--- src/rtl/tta_fu_pkg.sv ---
`timescale 1ns/1ps
package tta_fu_pkg;
  localparam int unsigned OP_W = 3;

  typedef enum logic [OP_W-1:0] {
    FU_ADD = 3'd0,
    FU_SUB = 3'd1,
    FU_MUL = 3'd2,
    FU_AND = 3'd3,
    FU_IOR = 3'd4,
    FU_XOR = 3'd5
  } fu_op_e;
endpackage

--- src/rtl/tta_fu_opnd.sv ---
`timescale 1ns/1ps
module tta_fu_opnd #(
  parameter int unsigned DATA_W = 32
) (
  input  logic              clk_i,
  input  logic              rst_ni,
  input  logic              lock_i,
  input  logic              we_i,
  input  logic [DATA_W-1:0] data_i,
  output logic [DATA_W-1:0] src_o
);
  logic [DATA_W-1:0] opnd_q;

  always_ff @(posedge clk_i or negedge rst_ni) begin
    if (!rst_ni)              opnd_q <= '0;
    else if (we_i && !lock_i) opnd_q <= data_i;
  end

  // same-cycle write forwards into the triggered operation
  assign src_o = we_i ? data_i : opnd_q;
endmodule

--- src/rtl/tta_fu_alu.sv ---
`timescale 1ns/1ps
module tta_fu_alu
  import tta_fu_pkg::*;
#(
  parameter int unsigned DATA_W = 32
) (
  input  logic [OP_W-1:0]   op_i,
  input  logic [DATA_W-1:0] a_i,
  input  logic [DATA_W-1:0] b_i,
  output logic [DATA_W-1:0] res_o
);
  always_comb begin
    case (op_i)
      FU_ADD:  res_o = a_i + b_i;
      FU_SUB:  res_o = a_i - b_i;
      FU_MUL:  res_o = a_i * b_i;
      FU_AND:  res_o = a_i & b_i;
      FU_IOR:  res_o = a_i | b_i;
      FU_XOR:  res_o = a_i ^ b_i;
      default: res_o = '0;
    endcase
  end
endmodule

--- src/rtl/tta_fu_pipe.sv ---
`timescale 1ns/1ps
module tta_fu_pipe #(
  parameter int unsigned DATA_W  = 32,
  parameter int unsigned LATENCY = 2
) (
  input  logic              clk_i,
  input  logic              rst_ni,
  input  logic              lock_i,
  input  logic              start_i,
  input  logic [DATA_W-1:0] data_i,
  output logic [DATA_W-1:0] res_o,
  output logic              vld_o
);
  logic [LATENCY-1:0] vld;
  logic [DATA_W-1:0]  dat [LATENCY];

  for (genvar k = 0; k < LATENCY; k++) begin : g_stg
    logic              in_v;
    logic [DATA_W-1:0] in_d;
    logic              v_q;
    logic [DATA_W-1:0] d_q;

    if (k == 0) begin : g_head
      assign in_v = start_i;
      assign in_d = data_i;
    end else begin : g_body
      assign in_v = vld[k-1];
      assign in_d = dat[k-1];
    end

    always_ff @(posedge clk_i or negedge rst_ni) begin
      if (!rst_ni) begin
        v_q <= 1'b0;
        d_q <= '0;
      end else if (!lock_i) begin
        v_q <= in_v;
        if (in_v) d_q <= in_d;
      end
    end

    assign vld[k] = v_q;
    assign dat[k] = d_q;
  end

  assign res_o = dat[LATENCY-1];
  assign vld_o = vld[LATENCY-1];
endmodule

--- src/rtl/tta_fu.sv ---
`timescale 1ns/1ps
module tta_fu
  import tta_fu_pkg::*;
#(
  parameter int unsigned DATA_W  = 32,
  parameter int unsigned LATENCY = 2
) (
  input  logic              clk_i,
  input  logic              rst_ni,
  input  logic              global_lock_i,
  input  logic              opnd_we_i,
  input  logic [DATA_W-1:0] opnd_data_i,
  input  logic              trig_we_i,
  input  logic [DATA_W-1:0] trig_data_i,
  input  logic [OP_W-1:0]   trig_op_i,
  output logic              fu_ready_o,
  output logic [DATA_W-1:0] result_o,
  output logic              result_valid_o
);
  logic [DATA_W-1:0] src_a;
  logic [DATA_W-1:0] alu_res;
  logic              start;
  logic              last_vld;

  assign start = trig_we_i && !global_lock_i;

  tta_fu_opnd #(.DATA_W(DATA_W)) u_opnd (
    .clk_i  (clk_i),
    .rst_ni (rst_ni),
    .lock_i (global_lock_i),
    .we_i   (opnd_we_i),
    .data_i (opnd_data_i),
    .src_o  (src_a)
  );

  tta_fu_alu #(.DATA_W(DATA_W)) u_alu (
    .op_i  (trig_op_i),
    .a_i   (src_a),
    .b_i   (trig_data_i),
    .res_o (alu_res)
  );

  tta_fu_pipe #(.DATA_W(DATA_W), .LATENCY(LATENCY)) u_pipe (
    .clk_i   (clk_i),
    .rst_ni  (rst_ni),
    .lock_i  (global_lock_i),
    .start_i (start),
    .data_i  (alu_res),
    .res_o   (result_o),
    .vld_o   (last_vld)
  );

  assign fu_ready_o     = !global_lock_i;
  assign result_valid_o = last_vld && !global_lock_i;
endmodule

--- config.mk ---
export PLATFORM = sky130hd
export DESIGN_NAME = tta_fu
export DESIGN_NICKNAME = d
export VERILOG_FILES = /design/src/rtl/tta_fu_pkg.sv /design/src/rtl/tta_fu_opnd.sv /design/src/rtl/tta_fu_alu.sv /design/src/rtl/tta_fu_pipe.sv /design/src/rtl/tta_fu.sv
export SDC_FILE = /design/constraint.sdc
export NUM_CORES = 1
export LEC_CHECK = 0
export ABC_AREA = 1
export BUFFER_PORTS_ARGS = -buffer_cell sky130_fd_sc_hd__buf_2
export CORE_MARGIN = 4
export CORE_UTILIZATION = 45
export CTS_CLUSTER_DIAMETER = 80
export DETAILED_ROUTE_END_ITERATION = 10
export PLACE_DENSITY = 0.68
export SYNTH_ARGS = -nofsm -noshare
export SYNTH_HDL_FRONTEND = slang
export SYNTH_HIERARCHICAL = 1
export SYNTH_SLANG_ARGS = --single-unit
--- constraint.sdc ---
create_clock -name clk_i -period 9.2 [get_ports clk_i]
set_clock_uncertainty 0.15 [all_clocks]
set_input_delay 1.38 -clock clk_i [delete_from_list [all_inputs] [get_ports clk_i]]
set_output_delay 1.38 -clock clk_i [all_outputs]
set_load 0.03 [all_outputs]
==> results of run 1 <==
routing by layer:
| metal | GRT usage [%] | wire length (um) | up-vias | part of all wire [%] |
|---|---|---|---|---|
| met5 | 0 | 0 | - | 0 |
| met4 | 9.61 | 3390 | 0 | 4.2 |
| met3 | 5.13 | 6500 | 181 | 8.1 |
| met2 | 43.7 | 37100 | 872 | 46 |
| met1 | 35.2 | 33200 | 10700 | 41 |
| li1 | - | - | 10500 | - |
kinds of logic (layout without fill, tap and decap cells):
kind of cell | after synthesis | after routing | synth area share (%)
compound gates | 290 | 290 | 6.87
xor+xnor | 48 | 48 | 1.62
fa+ha+maj | 628 | 628 | 42.2
buf+inv | 1090 | 1137 | 16.8
flops | 98 | 98 | 9.46
other cells | 0 | 2 | 0
simple gates | 1382 | 1382 | 23.1
worst register-to-register path, stage by stage, from the launching register on:
cell and delay (ns):
dfrtp_1 0.35, inv_1 0.05, o21ai_2 0.82, nand2_1 0.13
inv_1 0.11, fa_1 0.45, fa_1 0.50, fa_1 0.52
inv_1 0.05, fa_1 0.47, inv_1 0.05, fa_1 0.50
inv_1 0.06, fa_1 0.54, inv_1 0.05, fa_1 0.49
fa_1 0.42, ha_1 0.36, a21oi_1 0.20, o21ai_0 0.13
a21oi_1 0.15, nand3_1 0.19, a21o_1 0.23, o21ai_0 0.34
buf_4 0.18, nand3_1 0.09, nand3_2 0.09, nand2_1 0.06
synth_stat cells, drive strengths merged (3+ instances only):
cell	n	area, um^2
a31oi	6	37.5
a21boi	10	75.1
o2111ai	3	26.3
nor4	5	31.3
xor2	42	368
a21oi	84	428
nand3b	7	52.6
o211ai	7	52.6
clkbuf	91	343
nor2	89	354
nand3	215	1390
a21o	21	158
o21ai	101	517
xnor2	6	52.6
ha	219	2740
o221ai	3	26.3
a221oi	28	245
o21bai	15	116
nand2	1015	3830
or2	16	100
buf	81	556
nand4	12	90.1
dfrtp	98	2450
o31ai	3	22.5
inv	917	3440
nor3	21	110
fa	409	8190
metrics by stage:
| stage | instances | cell area, um^2 | util, % |
|---|---|---|---|
| 2_1_floorplan | 3536 | 25900 | - |
| 3_3_place_gp | 4323 | 27400 | 48.3 |
| 3_5_place_dp | 4323 | 27400 | 48.3 |
| 4_1_cts | 4339 | 27700 | 48.8 |
| 5_1_grt | 4339 | 27700 | 48.8 |
| 6_report | 4341 | 27700 | 48.9 |
sequential cells by signal (all words and copies together) (netlist names):
| signal | cells |
|---|---|
| u_pipe/res_o | 32 |
| u_opnd/opnd_q | 32 |
| u_pipe/vld_o | 1 |
| u_pipe/g_stg.v_q | 1 |
| u_pipe/g_stg.d_q | 32 |
final cells by class:
cell class	instances	area (um^2)
fill	5576	29000
multi-input combinational	2348	19200
inverter	918	3450
sequential	98	2450
timing repair buffer	203	1330
tap	756	946
clock buffer	10	239
clock inverter	6	53.8
antenna	2	5.00
worst paths after layout:
check	startpoint	end	slack, ns	depth (start not counted)
max in group asynchronous	rst_ni	u_pipe/g_stg[0].v_q	6.85	2
setup reg to reg	u_opnd/opnd_q[11]	u_pipe/g_stg[0].d_q[27]	1.35	27
min in group asynchronous	rst_ni	u_pipe/res_o[1]	0.91	1
setup / recovery	opnd_we_i	u_pipe/g_stg[0].d_q[27]	0.40	27
hold / removal	u_pipe/res_o[18]	u_pipe/res_o[18]	0.32	2
hold reg to reg	u_pipe/res_o[18]	u_pipe/res_o[18]	0.32	2
placed cells by master, fill, tap and decap left out, drive strengths merged, types with 2 or more instances in the layout:
cell type and count:
a21boi 10, a21o 21, a21oi 84, a221oi 28
a31oi 6, buf 203, clkbuf 10, clkinv 2
dfrtp 98, diode 2, fa 409, ha 219
inv 921, nand2 1015, nand3 215, nand3b 7
nand4 12, nor2 89, nor3 21, nor4 5
o2111ai 3, o211ai 7, o21ai 101, o21bai 15
o221ai 3, o22ai 2, o31ai 3, or2 16
xnor2 6, xor2 42
==> impl_metrics.env, run 1 <==
export IMPL_outcome="complete, no violations"
export IMPL_wl_per_cell_um=18.5
export IMPL_hold_viol=0
export IMPL_max_freq_mhz=114
export IMPL_ant_nets=0
export IMPL_yosys_warnings=6
export IMPL_crit_buf_inv=7
export IMPL_ctsHoldBuffers=0
export IMPL_critPathMaxFanout=33
export IMPL_synthFlopType="dfrtp_1"
export IMPL_routed_wl_um=80200
export IMPL_grt_pass1_vias=22800
export IMPL_min_path_type="flip-flop to flip-flop"
export IMPL_seq_area_frac_synth_pct=9.46
export IMPL_clk_pin_slew_ns=0.07
export IMPL_initial_core_util_pct=45.7
export IMPL_maxSlewViolCount=0
export IMPL_overflow=0
export IMPL_synthesis_area_um2=25900
export IMPL_tightest_slew_ns=1.08
export IMPL_grt_pass1_wl_um=127000
export IMPL_core_area_um2=56700
export IMPL_holdWs_ns=0.318
export IMPL_drtPass1Iterations=5
export IMPL_gp_congestion=0.985
export IMPL_critPathArrivalTime_ns=8.89
export IMPL_crit_family="adder cells"
export IMPL_syn_area_per_cell_um2=7.33
export IMPL_clockRootBuffer="clkbuf_16"
export IMPL_setup_viol_count_final=0
export IMPL_htreeDepth=3
export IMPL_portBuffers=105
export IMPL_rsz0062_at_grt="no"
export IMPL_cp_slowest_cell="o21ai_2"
export IMPL_cts_buffer_depth=2
export IMPL_cpMostUsedCell="fa_1"
export IMPL_max_slew_margin_pct=27.7
export IMPL_insertion_delay_ns=0.36
export IMPL_drt_iter0_markers=1887
export IMPL_cts_made_buffers=9
export IMPL_drc=0
export IMPL_num_io_pins=106
export IMPL_ys_ff_latch=98
export IMPL_setup_slack_ns=0.402
export IMPL_grt_util_all_layers_pct=26.6
export IMPL_num_vias=22300
export IMPL_netlist_instances=3536
export IMPL_drive_above_1_share_pct=9.46
export IMPL_die_height_um=248
export IMPL_synth_distinct_cells=59
export IMPL_syn2layout_area_growth_pct=6.94
export IMPL_dp_hpwl_um=64100
export IMPL_dp_slack_ns=0.148
export IMPL_end_kind="flip-flop"
export IMPL_async_reset_ff_share_pct=100
export IMPL_synth_edff_count=0
export IMPL_worstSetupPathType="input pin to flip-flop"
export IMPL_fin_crit_sh_pct=95.6
export IMPL_cts_tree="done"
export IMPL_grt_max_degree=57
export IMPL_antenna_found_initial=3
export IMPL_die_area_um2=61500
export IMPL_maxCapViolCount=0
export IMPL_vias_per_cell=5.14
export IMPL_die_w_um=248
export IMPL_critPathMaxStageDelay_ns=0.90
export IMPL_rows=87
export IMPL_syn_nets=4236
export IMPL_cts_resized=0
export IMPL_fin_crit_ns=8.80
export IMPL_nNetsFinal=4278
export IMPL_setup_tns_ns=0
export IMPL_postCtsSetupRepairBufs=0
export IMPL_required_ns=9.29
export IMPL_cts_num_sinks=98
export IMPL_start_kind="input pin"
Power of run 1 is not shown: default switching activity piles up to over one toggle a cycle in this logic, so the estimate is an artifact.
==> inputs of run 2 (changes only) <==
Clock period 9.2 ns to 9.1 ns, I/O delays scaled along.
==> run 2 against run 1 <==
Effect of this change:
- via count rose by 1.3%
- die area did not move
- count of clock-buffer cells in the layout fell by 1
- hold slack got worse by 0.00095 ns
- register-to-register slack got worse by 0.10 ns
- wire length rose by 1.6%
- design area rose by 0.96%
- global-route usage rose by 0.52 points
- first-iteration DRC count rose by 1.1%
- final cell count rose by 0.46%
- worst setup slack got worse by 0.012 ns
- critical path type unchanged
==> impl_metrics.env, run 2 (synthesized netlist as in run 1, its figures left out) <==
export IMPL_setup_tns_ns=0
export IMPL_timing_rr_start="u_opnd/opnd_q[10]"
export IMPL_worstSetupPathType="input pin to flip-flop"
export IMPL_tightest_slew_ns=1.14
export IMPL_fin_cells=4361
export IMPL_portBuffers=105
export IMPL_multiInputGateArea_um2=19300
export IMPL_grt_pass1_wl_um=129000
export IMPL_core_area_um2=56700
export IMPL_r2r_end="u_pipe/g_stg[0].d_q[26]"
export IMPL_antenna_found_initial=1
export IMPL_syn2layout_area_growth_pct=7.96
export IMPL_final_common_cell="nand2_1"
export IMPL_max_freq_mhz=115
export IMPL_die_w_um=248
export IMPL_htreeDepth=3
export IMPL_num_vias=22600
export IMPL_drt_iter0_markers=1907
export IMPL_cpMostUsedCell="fa_1"
export IMPL_cts_num_sinks=98
export IMPL_route_met3_wl_um=6220
export IMPL_outcome="complete, no violations"
export IMPL_dp_cells=4344
export IMPL_rows=87
export IMPL_top_layer_used="met4"
export IMPL_grt_pass1_vias=23200
export IMPL_cts_tree="done"
export IMPL_critPathLaunch="opnd_we_i"
export IMPL_required_ns=9.20
export IMPL_setup_viol_count_final=0
export IMPL_critPathMaxFanout=37
export IMPL_rr_worst_depth=28
export IMPL_maxSlewViolCount=0
export IMPL_fin_crit_ns=8.71
export IMPL_die_height_um=248
export IMPL_dp_slack_ns=-0.0235
export IMPL_nNetsFinal=4299
export IMPL_initial_core_util_pct=45.7
export IMPL_num_io_pins=106
export IMPL_clk_pin_slew_ns=0.07
export IMPL_crit_end="u_pipe/g_stg[0].d_q[26]"
export IMPL_drc=0
export IMPL_start_kind="input pin"
export IMPL_grt_util_all_layers_pct=27.1
export IMPL_fin_crit_sh_pct=95.7
export IMPL_hold_viol=0
export IMPL_vias_per_cell=5.18
export IMPL_gp_congestion=0.969
export IMPL_clockRootBuffer="clkbuf_16"
export IMPL_insertion_delay_ns=0.37
export IMPL_ctsHoldBuffers=0
export IMPL_regArea_um2=2450
export IMPL_grt_max_degree=71
export IMPL_critPathArrivalTime_ns=8.81
export IMPL_die_area_um2=61500
export IMPL_max_slew_margin_pct=23.5
export IMPL_routed_wl_um=81500
export IMPL_met1_length_um=33000
export IMPL_num_fill_cells=5611
export IMPL_wl_per_cell_um=18.7
export IMPL_cts_made_buffers=9
export IMPL_ant_nets=0
export IMPL_r2r_slack_ns=1.25
export IMPL_holdWs_ns=0.317
export IMPL_drtPass1Iterations=6
export IMPL_critPathMaxStageDelay_ns=0.53
export IMPL_drive_above_1_share_pct=9.99
export IMPL_wl_met2_um=38500
export IMPL_layout_common_cells="nand2_1 (1,010), inv_1 (913), fa_1 (409)"
export IMPL_maxCapViolCount=0
export IMPL_min_path_type="flip-flop to flip-flop"
export IMPL_cts_buffer_depth=2
export IMPL_dp_hpwl_um=64200
export IMPL_postCtsSetupRepairBufs=0
export IMPL_rsz0062_at_grt="no"
export IMPL_setup_slack_ns=0.390
export IMPL_overflow=0
export IMPL_end_kind="flip-flop"
export IMPL_cp_slowest_cell="fa_1"
run 2: routing by layer:
metal,track usage (%),up-vias
met5,0,-
met4,10.5,0
met3,3.92,170
met2,45.3,904
met1,35.8,11000
li1,-,10600
run 2: critical path: cells and delay by family:
| family | cells | cell delay [ns] |
|---|---|---|
| buffers and inverters | 7 | 0.78 |
| AO/OA/AOI/OAI | 3 | 0.76 |
| AND/OR/NAND/NOR | 10 | 1.72 |
| adder cells (fa/ha/maj) | 9 | 4.17 |
run 2: area by class of cell:
type / instances / area share [%]
repair buffers: 224 / 5.55
clock buffers: 9 / 0.805
multi-input cells: 2348 / 68.9
flip-flops and latches: 98 / 8.77
clock inverters: 7 / 0.264
inverters: 918 / 12.3
well taps: 756 / 3.38
diodes: 1 / 0.00895
run 2: metrics by stage:
step                utilization [%]  area [um^2]
finish                         49.3        28000
global route                   49.3        28000
CTS                            49.2        27900
detailed placement             48.7        27600
global placement               48.7        27600
floorplan                         -        25900
run 2: worst min path at each step:
stage                          start                to  cells past startpoint
floorplan           u_opnd/opnd_q[0]  u_opnd/opnd_q[0]                      2
detailed placement  u_pipe/res_o[18]  u_pipe/res_o[18]                      2
global route        u_pipe/res_o[21]  u_pipe/res_o[21]                      2
finish              u_pipe/res_o[18]  u_pipe/res_o[18]                      2
global placement    u_pipe/res_o[18]  u_pipe/res_o[18]                      2
CTS                 u_pipe/res_o[18]  u_pipe/res_o[18]                      2
run 2: repair_timing:
| action | 4_1_cts | 5_1_grt |
|---|---|---|
| setup endpoints to repair | 0 | 3 |
| gates resized for setup | 0 | 6 |
| endpoints found under the hold margin | 0 | 0 |
Power of run 2 is left out for the same reason.
